<file path="src/rtl/uart_rx_pkg.sv">
package uart_rx_pkg;
  typedef enum logic [2:0] {
    PH_IDLE,
    PH_START,
    PH_DATA,
    PH_PAR,
    PH_STOP
  } rx_phase_e;

  typedef struct packed {
    logic done;
    logic ferr;
    logic noise;
    logic perr;
    logic brk;
  } rx_status_t;
endpackage

</file>
<file path="src/rtl/uart_rx_sync.sv">
module uart_rx_sync #(
  parameter int STAGES = 2
) (
  input  logic clk,
  input  logic rst_n,
  input  logic din,
  output logic dout
);
  logic [STAGES-1:0] chain;

  genvar g;
  generate
    for (g = 0; g < STAGES; g++) begin : g_stage
      always_ff @(posedge clk) begin
        if (!rst_n) chain[g] <= 1'b1;
        else if (g == 0) chain[g] <= din;
        else chain[g] <= chain[(g == 0) ? 0 : g-1];
      end
    end
  endgenerate

  assign dout = chain[STAGES-1];
endmodule

</file>
<file path="src/rtl/uart_rx_frame.sv">
module uart_rx_frame
  import uart_rx_pkg::*;
#(
  parameter int OVS    = 16,
  parameter int DATA_W = 9
) (
  input  logic              clk,
  input  logic              rst_n,
  input  logic              run,
  input  logic              tick,
  input  logic              rx_s,
  input  logic              nine_bit,
  input  logic              par_en,
  input  logic              par_odd,
  output rx_status_t        st,
  output logic [DATA_W-1:0] word,
  output logic              idle_pulse
);
  localparam int CW  = $clog2(OVS);
  localparam int BW  = $clog2(DATA_W + 1);
  localparam int IW  = $clog2((DATA_W + 3) * OVS + 1);
  localparam int MID = OVS / 2;

  rx_phase_e         phase;
  logic [CW-1:0]     tcnt;
  logic [BW-1:0]     bcnt;
  logic [DATA_W-1:0] shreg;
  logic              s_a, s_b, par_acc, one_seen, noise_acc, armed, idle_pend;
  logic [IW-1:0]     idle_cnt;

  logic          vote, disagree;
  logic [BW-1:0] nbits;
  logic [IW-1:0] frame_ticks;

  assign vote        = (s_a & s_b) | (s_a & rx_s) | (s_b & rx_s);
  assign disagree    = !((s_a == s_b) && (s_b == rx_s));
  assign nbits       = nine_bit ? BW'(DATA_W) : BW'(DATA_W - 1);
  assign frame_ticks = IW'((32'(nbits) + 2 + 32'(par_en)) * OVS);

  always_ff @(posedge clk) begin
    if (!rst_n || !run) begin
      phase      <= PH_IDLE;
      tcnt       <= '0;
      bcnt       <= '0;
      shreg      <= '0;
      s_a        <= 1'b1;
      s_b        <= 1'b1;
      par_acc    <= 1'b0;
      one_seen   <= 1'b0;
      noise_acc  <= 1'b0;
      armed      <= 1'b0;
      idle_pend  <= 1'b0;
      idle_cnt   <= '0;
      st         <= '0;
      word       <= '0;
      idle_pulse <= 1'b0;
    end else begin
      st.done    <= 1'b0;
      idle_pulse <= 1'b0;
      if (tick) begin
        if (phase == PH_IDLE) begin
          if (rx_s) begin
            armed <= 1'b1;
            if (idle_pend) begin
              if (idle_cnt == frame_ticks - 1'b1) begin
                idle_pulse <= 1'b1;
                idle_pend  <= 1'b0;
                idle_cnt   <= '0;
              end else begin
                idle_cnt <= idle_cnt + 1'b1;
              end
            end
          end else begin
            idle_cnt <= '0;
            if (armed) begin
              phase     <= PH_START;
              tcnt      <= CW'(1);
              armed     <= 1'b0;
              bcnt      <= '0;
              par_acc   <= 1'b0;
              one_seen  <= 1'b0;
              noise_acc <= 1'b0;
            end
          end
        end else begin
          tcnt <= (tcnt == CW'(OVS - 1)) ? '0 : tcnt + 1'b1;
          if (tcnt == CW'(MID - 1)) s_a <= rx_s;
          if (tcnt == CW'(MID))     s_b <= rx_s;
          if (tcnt == CW'(MID + 1)) begin
            noise_acc <= noise_acc | disagree;
            unique case (phase)
              PH_START: if (vote) phase <= PH_IDLE;
              PH_DATA: begin
                shreg    <= {vote, shreg[DATA_W-1:1]};
                par_acc  <= par_acc ^ vote;
                one_seen <= one_seen | vote;
                bcnt     <= bcnt + 1'b1;
              end
              PH_PAR: begin
                par_acc  <= par_acc ^ vote;
                one_seen <= one_seen | vote;
              end
              PH_STOP: begin
                st.done   <= 1'b1;
                st.ferr   <= !vote;
                st.noise  <= noise_acc | disagree;
                st.perr   <= par_en && (par_acc != par_odd);
                st.brk    <= !one_seen && !vote;
                word      <= nine_bit ? shreg : (shreg >> 1);
                phase     <= PH_IDLE;
                idle_pend <= 1'b1;
                idle_cnt  <= '0;
              end
              default: ;
            endcase
          end
          if (tcnt == CW'(OVS - 1)) begin
            unique case (phase)
              PH_START: phase <= PH_DATA;
              PH_DATA:  if (bcnt == nbits) phase <= par_en ? PH_PAR : PH_STOP;
              PH_PAR:   phase <= PH_STOP;
              default: ;
            endcase
          end
        end
      end
    end
  end
endmodule

</file>
<file path="src/rtl/uart_rx_flags.sv">
module uart_rx_flags
  import uart_rx_pkg::*;
#(
  parameter int DATA_W = 9
) (
  input  logic              clk,
  input  logic              rst_n,
  input  rx_status_t        st,
  input  logic [DATA_W-1:0] word,
  input  logic              idle_pulse,
  input  logic              lin_en,
  input  logic              dma_en,
  input  logic              flow_en,
  input  logic              ie_rdy,
  input  logic              ie_err,
  input  logic              ie_brk,
  input  logic              ie_idle,
  input  logic              stat_rd,
  input  logic              rx_ready,
  input  logic              rdy_wclr,
  input  logic              dma_ack,
  output logic [DATA_W-1:0] rx_data,
  output logic              rx_valid,
  output logic              err_frame,
  output logic              err_noise,
  output logic              err_over,
  output logic              err_parity,
  output logic              brk_flag,
  output logic              idle_flag,
  output logic              dma_req,
  output logic              irq,
  output logic              rts_n
);
  logic stat_seen;
  logic data_frame, accept, over_hit, lin_brk, rd_clear, err_clear;

  assign lin_brk    = st.done && lin_en && st.brk;
  assign data_frame = st.done && !(lin_en && st.brk);
  assign accept     = data_frame && !rx_valid && !err_over;
  assign over_hit   = data_frame && (rx_valid || err_over);
  assign rd_clear   = (rx_ready && !dma_en) || rdy_wclr || (dma_ack && dma_en);
  assign err_clear  = rx_ready && stat_seen;

  always_ff @(posedge clk) begin
    if (!rst_n) begin
      rx_data    <= '0;
      rx_valid   <= 1'b0;
      err_frame  <= 1'b0;
      err_noise  <= 1'b0;
      err_over   <= 1'b0;
      err_parity <= 1'b0;
      brk_flag   <= 1'b0;
      idle_flag  <= 1'b0;
      stat_seen  <= 1'b0;
    end else begin
      if (accept) rx_data <= word;

      if (accept)        rx_valid <= 1'b1;
      else if (rd_clear) rx_valid <= 1'b0;

      if (accept && st.ferr)       err_frame <= 1'b1;
      else if (err_clear)          err_frame <= 1'b0;
      if (accept && st.noise)      err_noise <= 1'b1;
      else if (err_clear)          err_noise <= 1'b0;
      if (accept && st.perr)       err_parity <= 1'b1;
      else if (err_clear)          err_parity <= 1'b0;
      if (over_hit)                err_over <= 1'b1;
      else if (err_clear)          err_over <= 1'b0;
      if (lin_brk)                 brk_flag <= 1'b1;
      else if (err_clear)          brk_flag <= 1'b0;
      if (idle_pulse)              idle_flag <= 1'b1;
      else if (err_clear)          idle_flag <= 1'b0;

      if (stat_rd)       stat_seen <= 1'b1;
      else if (rx_ready) stat_seen <= 1'b0;
    end
  end

  assign dma_req = dma_en && rx_valid;
  assign irq     = (rx_valid && ie_rdy && !dma_en)
                 || ((err_frame || err_noise || err_over || err_parity) && ie_err)
                 || (brk_flag && ie_brk)
                 || (idle_flag && ie_idle);
  assign rts_n   = flow_en && rx_valid;
endmodule

</file>
<file path="src/rtl/uart_rx_status.sv">
module uart_rx_status
  import uart_rx_pkg::*;
#(
  parameter int OVS         = 16,
  parameter int DATA_W      = 9,
  parameter int SYNC_STAGES = 2
) (
  input  logic              clk,
  input  logic              rst_n,
  input  logic              baud_tick,
  input  logic              rx_in,
  input  logic              blk_en,
  input  logic              rx_en,
  input  logic              nine_bit,
  input  logic              par_en,
  input  logic              par_odd,
  input  logic              lin_en,
  input  logic              dma_en,
  input  logic              flow_en,
  input  logic              ie_rdy,
  input  logic              ie_err,
  input  logic              ie_brk,
  input  logic              ie_idle,
  input  logic              stat_rd,
  input  logic              rx_ready,
  input  logic              rdy_wclr,
  input  logic              dma_ack,
  output logic [DATA_W-1:0] rx_data,
  output logic              rx_valid,
  output logic              err_frame,
  output logic              err_noise,
  output logic              err_over,
  output logic              err_parity,
  output logic              brk_flag,
  output logic              idle_flag,
  output logic              dma_req,
  output logic              irq,
  output logic              rts_n
);
  logic              rx_s, idle_pulse;
  rx_status_t        st;
  logic [DATA_W-1:0] word;

  uart_rx_sync #(.STAGES(SYNC_STAGES)) u_sync (
    .clk(clk), .rst_n(rst_n), .din(rx_in), .dout(rx_s)
  );

  uart_rx_frame #(.OVS(OVS), .DATA_W(DATA_W)) u_frame (
    .clk(clk), .rst_n(rst_n), .run(blk_en && rx_en), .tick(baud_tick),
    .rx_s(rx_s), .nine_bit(nine_bit), .par_en(par_en), .par_odd(par_odd),
    .st(st), .word(word), .idle_pulse(idle_pulse)
  );

  uart_rx_flags #(.DATA_W(DATA_W)) u_flags (
    .clk(clk), .rst_n(rst_n), .st(st), .word(word), .idle_pulse(idle_pulse),
    .lin_en(lin_en), .dma_en(dma_en), .flow_en(flow_en),
    .ie_rdy(ie_rdy), .ie_err(ie_err), .ie_brk(ie_brk), .ie_idle(ie_idle),
    .stat_rd(stat_rd), .rx_ready(rx_ready), .rdy_wclr(rdy_wclr), .dma_ack(dma_ack),
    .rx_data(rx_data), .rx_valid(rx_valid), .err_frame(err_frame),
    .err_noise(err_noise), .err_over(err_over), .err_parity(err_parity),
    .brk_flag(brk_flag), .idle_flag(idle_flag), .dma_req(dma_req),
    .irq(irq), .rts_n(rts_n)
  );
endmodule

</file>
<file path="config.mk">
export PLATFORM = sky130hd
export DESIGN_NAME = uart_rx_status
export DESIGN_NICKNAME = d
export VERILOG_FILES = /design/src/rtl/uart_rx_pkg.sv /design/src/rtl/uart_rx_sync.sv /design/src/rtl/uart_rx_frame.sv /design/src/rtl/uart_rx_flags.sv /design/src/rtl/uart_rx_status.sv
export SDC_FILE = /design/constraint.sdc
export NUM_CORES = 1
export LEC_CHECK = 0
export BUFFER_PORTS_ARGS = -buffer_cell sky130_fd_sc_hd__buf_2
export CAP_MARGIN = 20
export CELL_PAD_IN_SITES_DETAIL_PLACEMENT = 1
export CELL_PAD_IN_SITES_GLOBAL_PLACEMENT = 1
export CORE_ASPECT_RATIO = 0.8
export CORE_UTILIZATION = 47
export CTS_CLUSTER_DIAMETER = 80
export CTS_CLUSTER_SIZE = 28
export DETAILED_ROUTE_END_ITERATION = 7
export PLACE_DENSITY_LB_ADDON = 0.3
export SYNTH_ARGS = -nofsm -noshare
export SYNTH_HDL_FRONTEND = slang
export SYNTH_SLANG_ARGS = --single-unit
</file>
<file path="constraint.sdc">
create_clock -name clk -period 4.9 [get_ports clk]
set_input_delay 0.245 -clock clk [delete_from_list [all_inputs] [get_ports clk]]
set_output_delay 0.245 -clock clk [all_outputs]
set_load 0.02 [all_outputs]
</file>
After elaboration in Yosys (flattened, before gate mapping)
Cells that the tools add are included.

word-level totals
  bits of input ports = 20
  output and inout port bits = 19
  logic and storage cells = 193
  bits in registers = 69

cells by class
  equality and inequality tests = 17
  $add $sub $neg = 6
  bitwise operators = 13
  muxes and demuxes = 57
  reductions and logical operators = 70

operators by type and width
  cell                   number
  $mux W8                6
  $mux W4                9
  $mux W1                30
  $logic_and A1 B1 Y1    24
  $mux W3                8
  $reduce_bool A2 Y1     12
  $reduce_and A4 Y1      5
  $eq A4 B4 Y1 const B   3
  $logic_or A1 B1 Y1     10
  $reduce_and A5 Y1      2
  $logic_not A1 Y1       9
  $mux W9                1
  $pmux W3 S3            1
  $reduce_and A3 Y1      3
  $add A4 B1 Y4 const B  2
  $add A8 B1 Y8 const B  1
  $eq A8 B8 Y1           1
  $sub A8 B1 Y8 const B  1
  $eq A3 B2 Y1 const B   2
  $pmux W3 S2            1
  $mux W5                1
  $not A1 Y1             5
  $reduce_or A5 Y1       1
  $add A4 B1 Y4          1
  other kinds (17)       24

Logic depth before layout (Yosys ltp)
  depth in word-level cells = 10
  gate-level depth with buffers = 8
  mapped depth without buffers = 7

Hierarchy
Synthesis repeated with hierarchy kept, for this count alone.

second synthesis, totals
  cell total of the unflattened synthesis = 371
  area, all modules = 3,244.4 µm²

by module, submodules not included
  module          times used  cells each  area an instance (µm²)  seq. area each (µm²)
  uart_rx_frame   1           290         2,452.4                 1,001.0
  uart_rx_flags   1           76          733.2                   340.3
  uart_rx_sync    1           4           52.6                    40.0
  uart_rx_status  1           1           6.3                     0.0

Worst setup path after synthesis
No wires, ideal clock.

  kind = input port to flip-flop
  start = in nine_bit
  end = reg u_frame.idle_cnt[3]
  library setup time = 141 ps
  path buffers = 1
  path slack = 2,810 ps
  stages = 8
  required time = 4,759 ps
  data arrival time = 1,949 ps
  cells stage by stage = buf_1 inv_1 ha_1 nor3b_1 a31oi_1 o31ai_1 or3_1 o211ai_1

between the ends
  longest elaborated chain between the ends = 9

RTL lines
  element               RTL line              RTL
  start, declared       uart_rx_status.sv:14  input logic nine_bit,
  $mux W1               uart_rx_frame.sv:37   assign nbits = nine_bit ? BW'(DATA_W) : BW'(DATA_W - 1);
  $add A4 B2 Y4         uart_rx_frame.sv:38   assign frame_ticks = IW'((32'(nbits) + 2 + 32'(par_en)) * OVS);
  $add A4 B1 Y4         uart_rx_frame.sv:38
  $sub A8 B1 Y8         uart_rx_frame.sv:65   if (idle_cnt == frame_ticks - 1'b1) begin
  $eq A8 B8 Y1          uart_rx_frame.sv:65
  $mux W8               uart_rx_frame.sv:65
  $mux W8               uart_rx_frame.sv:64   if (idle_pend) begin
  $mux W8               uart_rx_frame.sv:62   if (rx_s) begin
  $mux W8               uart_rx_frame.sv:61   if (phase == PH_IDLE) begin
  end signal, assigned  uart_rx_frame.sv:70   idle_cnt <= idle_cnt + 1'b1;
  end, declared         uart_rx_frame.sv:29   logic [IW-1:0] idle_cnt;

No other way between the ends. The select of a mux whose other input is x is not followed.
A chain may end at the register's enable or synchronous reset.

Worst setup path in the final report
  start = reg u_frame.phase[1]
  end = reg u_frame.idle_cnt[7]

between the ends
  longest elaborated chain between the ends = 3
  elaborated cells on any way between the ends = 7
  classes of those cells = eq/ne (2); mux (1); reduce/logical (4)

RTL lines
  element                                                              RTL line                                  RTL
  start, declared                                                      uart_rx_frame.sv:24                       rx_phase_e phase;
  start signal, assigned                                               uart_rx_frame.sv:120                      PH_DATA: if (bcnt == nbits) phase <= par_en ? PH_PAR : PH_STOP;
  $logic_not A3 Y1 / $eq A3 B3 Y1 (equally long branches)              uart_rx_frame.sv:61, uart_rx_frame.sv:91
  $ne A3 B2 Y1 (no line) / $reduce_bool A2 Y1 (equally long branches)  --
  $reduce_and A4 Y1 (no line)                                          --

Several ways; a longest one is shown, not always the timed one.

==> metrics.csv <==
metric;value;unit
ys_types;50;
dp.final_hpwl;5704;µm
syn_area_per_cell;8.649;µm²
rows;26;
core;0.006441;mm²
vias;2771;
slowest_delay;0.49;ns
synth_nets;396;
worstSetupStartpointType;register;
setup_viol;0;
drv_slew;0;
htreeDepth;3;
fin_area;0.003573;mm²
io_pins;39;
grt_pass1_vias;2602;
finClkSkew;0.007331;ns
drt_pre_antenna_iters;4;
gp_congestion;0.8267;
wl_per_cell;16.36;µm
clockBufferDepth;2;
grt_setup_unrepaired;no;
synthAdderAreaFrac;3.547;%
clk_pin_slew;0.07;ns
antenna_found_initial;0;
detailed_place.area;0.003417;mm²
crit_type;register to register;
worstPathArrival;2.52;ns
fmax;449.6;MHz
drc;0;
hold_slack;0.1023;ns
vdd_ir_drop_max;0.1730;mV
fin_util;55.48;%
hold_depth;2;
die_h;75.51;µm
cts_tree;done;
io_buffers;38;
yosysTopAreaCell;dfxtp_1;
synth_compound_area_share;16.36;%
numCtsBuffers;9;
dieArea;0.007088;mm²
r2r_cells;5;
drv_cap;0;
detail-route-antenna-nets;0;
vias_per_cell;5.667;
outcome;finished clean;
leakage;1.405;nW
drtIter0Drc;121;
syn-cell-area;0.003174;mm²
crit_fanout;15;
total_power;0.9924;mW
synthFlopType;dfxtp_1;
synth_cells;367;
power.density;277.7;mW/mm²
cts_setup_buffers;0;
area_growth;12.57;%
clkSinkCount;69;
timing.final.crit_share;45.40;%
cp_slowest_cell;or4_1;
tns;0;ns
clk_latency;0.34;ns
drt-total-wl;8000;µm
hold_class;input pin to register;
crit_path_end_kind;register;
yosys.area_share.simple;25.42;%
grt_usage;23.97;%
grt_start_max_net_pins;39;
drive_gt1_share;15.31;%
die_w;93.88;µm
cts_root_buffer;clkbuf_8;
hold_violations;0;
synthArstFlopShare;0;%
synth_warnings;0;
synth_area_leaders;dfxtp_1, mux2i_1, nor2_1;
worst_ep_required_time;5.19;ns
ys_seq_elements;69;
final_nets;430;
ys_seq_area_share;43.52;%
ctsResizeCount;0;
synth_xor_xnor_area_share;1.655;%
synthMuxAreaShare;6.307;%
fin_crit;2.224;ns
path_cells;or3b_4, a211oi_4, nand4_2, or4_1, nand3_1;
synth_top_cell_area_share;43.52;%
grt-ovfl-total;0;
worst_pin_slew;0.6954;ns
synth_top_family_by_area;simple AND/OR/NAND/NOR gates;
slew_headroom;53.50;%
synth-edff-count;0;
initial_core_util;49.28;%
grt_pass1_wl;12780;µm
n_antenna_cell;0;
cts_hold_buf;0;
[power by group]
group / internal, mW / switching, mW / total [mW]
sequential: 0.562 / 0.00135 / 0.563
combinational: 0.0170 / 0.0242 / 0.0412
clock: 0.178 / 0.210 / 0.388
[per-stage QoR]
step | instances | setup WS [ns]
detailed placement | 474 | 2.653
global placement | 474 | 2.660
CTS | 489 | 2.722
finish | 489 | 2.676
floorplan | 367 | 2.810
global route | 489 | 2.576
[final cells by class]
cell class                      count  area, µm²
Timing Repair Buffer               41      212.7
Clock inverter                      5      28.78
Multi-Input combinational cell    273       1692
Clock buffer                       10      127.6
Fill cell                         804       2868
Inverter                            7      26.28
Tap cell                           84      105.1
Sequential cell                    69       1381
[flip-flops by register name, summed over array words and instances, names as in the netlist, 3 cells and up]
register and cells:
u_frame.word 9, u_frame.st 5, u_frame.phase 3, u_frame.shreg 9
u_frame.idle_cnt 8, u_frame.bcnt 4, u_frame.tcnt 4, u_flags.rx_data 9
[routing by layer]
metal  share of wire (%)  vias up  global-route usage [%]  wire length, µm
met4                 1.7        0                   8.376              133
met3                 3.7       14                   5.489              292
li1                    -     1368                       -                -
met2                  46       53                   39.50             3682
met1                  49     1336                   31.35             3892
met5                   0        -                       0                0
[cells in the final DEF (no fill, tap or decap), types with 4 or more instances in the layout]
master	netlist	final
o21ai_0	11	11
inv_1	7	7
a21oi_1	16	16
a211oi_1	9	9
nor3b_1	4	4
mux2i_1	20	20
nor3_1	6	6
and2_1	4	4
nand2b_1	5	5
nor2_1	47	47
a21boi_0	12	12
nand4_1	5	5
clkbuf_8	0	9
clkinv_2	0	4
a22oi_1	6	6
nand3_1	12	12
buf_2	0	38
xor2_1	4	4
dfxtp_1	69	69
and3_1	5	5
nor2b_1	6	6
or3_1	7	7
nand2_1	46	46
ha_1	9	9
[cell usage after synthesis (9+ instances only)]
library cell and n:
dfxtp_1 69, nor2_1 47, nand2_1 46, mux2i_1 20, a21oi_1 16, clkbuf_1 14
a21boi_0 12, nand3_1 12, o21ai_0 11, a211oi_1 9, ha_1 9
[worst max-delay path, delay by kind of cell, from the launching register on]
kind | cells | cell delay, ns
flops | 1 | 0.47
simple gates | 4 | 1.26
compound gates | 1 | 0.43
[final timing paths]
kind | start | to | slack, ns
worst max-delay path | u_frame.phase[1] | u_frame.idle_cnt[7] | 2.68
worst min-delay path | rx_in | u_sync.chain[0] | 0.10
worst max register to register | u_frame.phase[1] | u_frame.idle_cnt[7] | 2.68
worst min register to register | u_sync.chain[0] | u_sync.dout | 0.43
[cells by family after synthesis]
| logic type | count (synthesis) |
|---|---|
| flip-flops | 69 |
| buffers and inverters | 25 |
| AND/OR/NAND/NOR | 163 |
| multiplexers | 20 |
| XOR/XNOR | 6 |
| AO/OA/AOI/OAI | 75 |
| adder cells (fa/ha/maj) | 9 |
(Power assumes the default switching activity.)
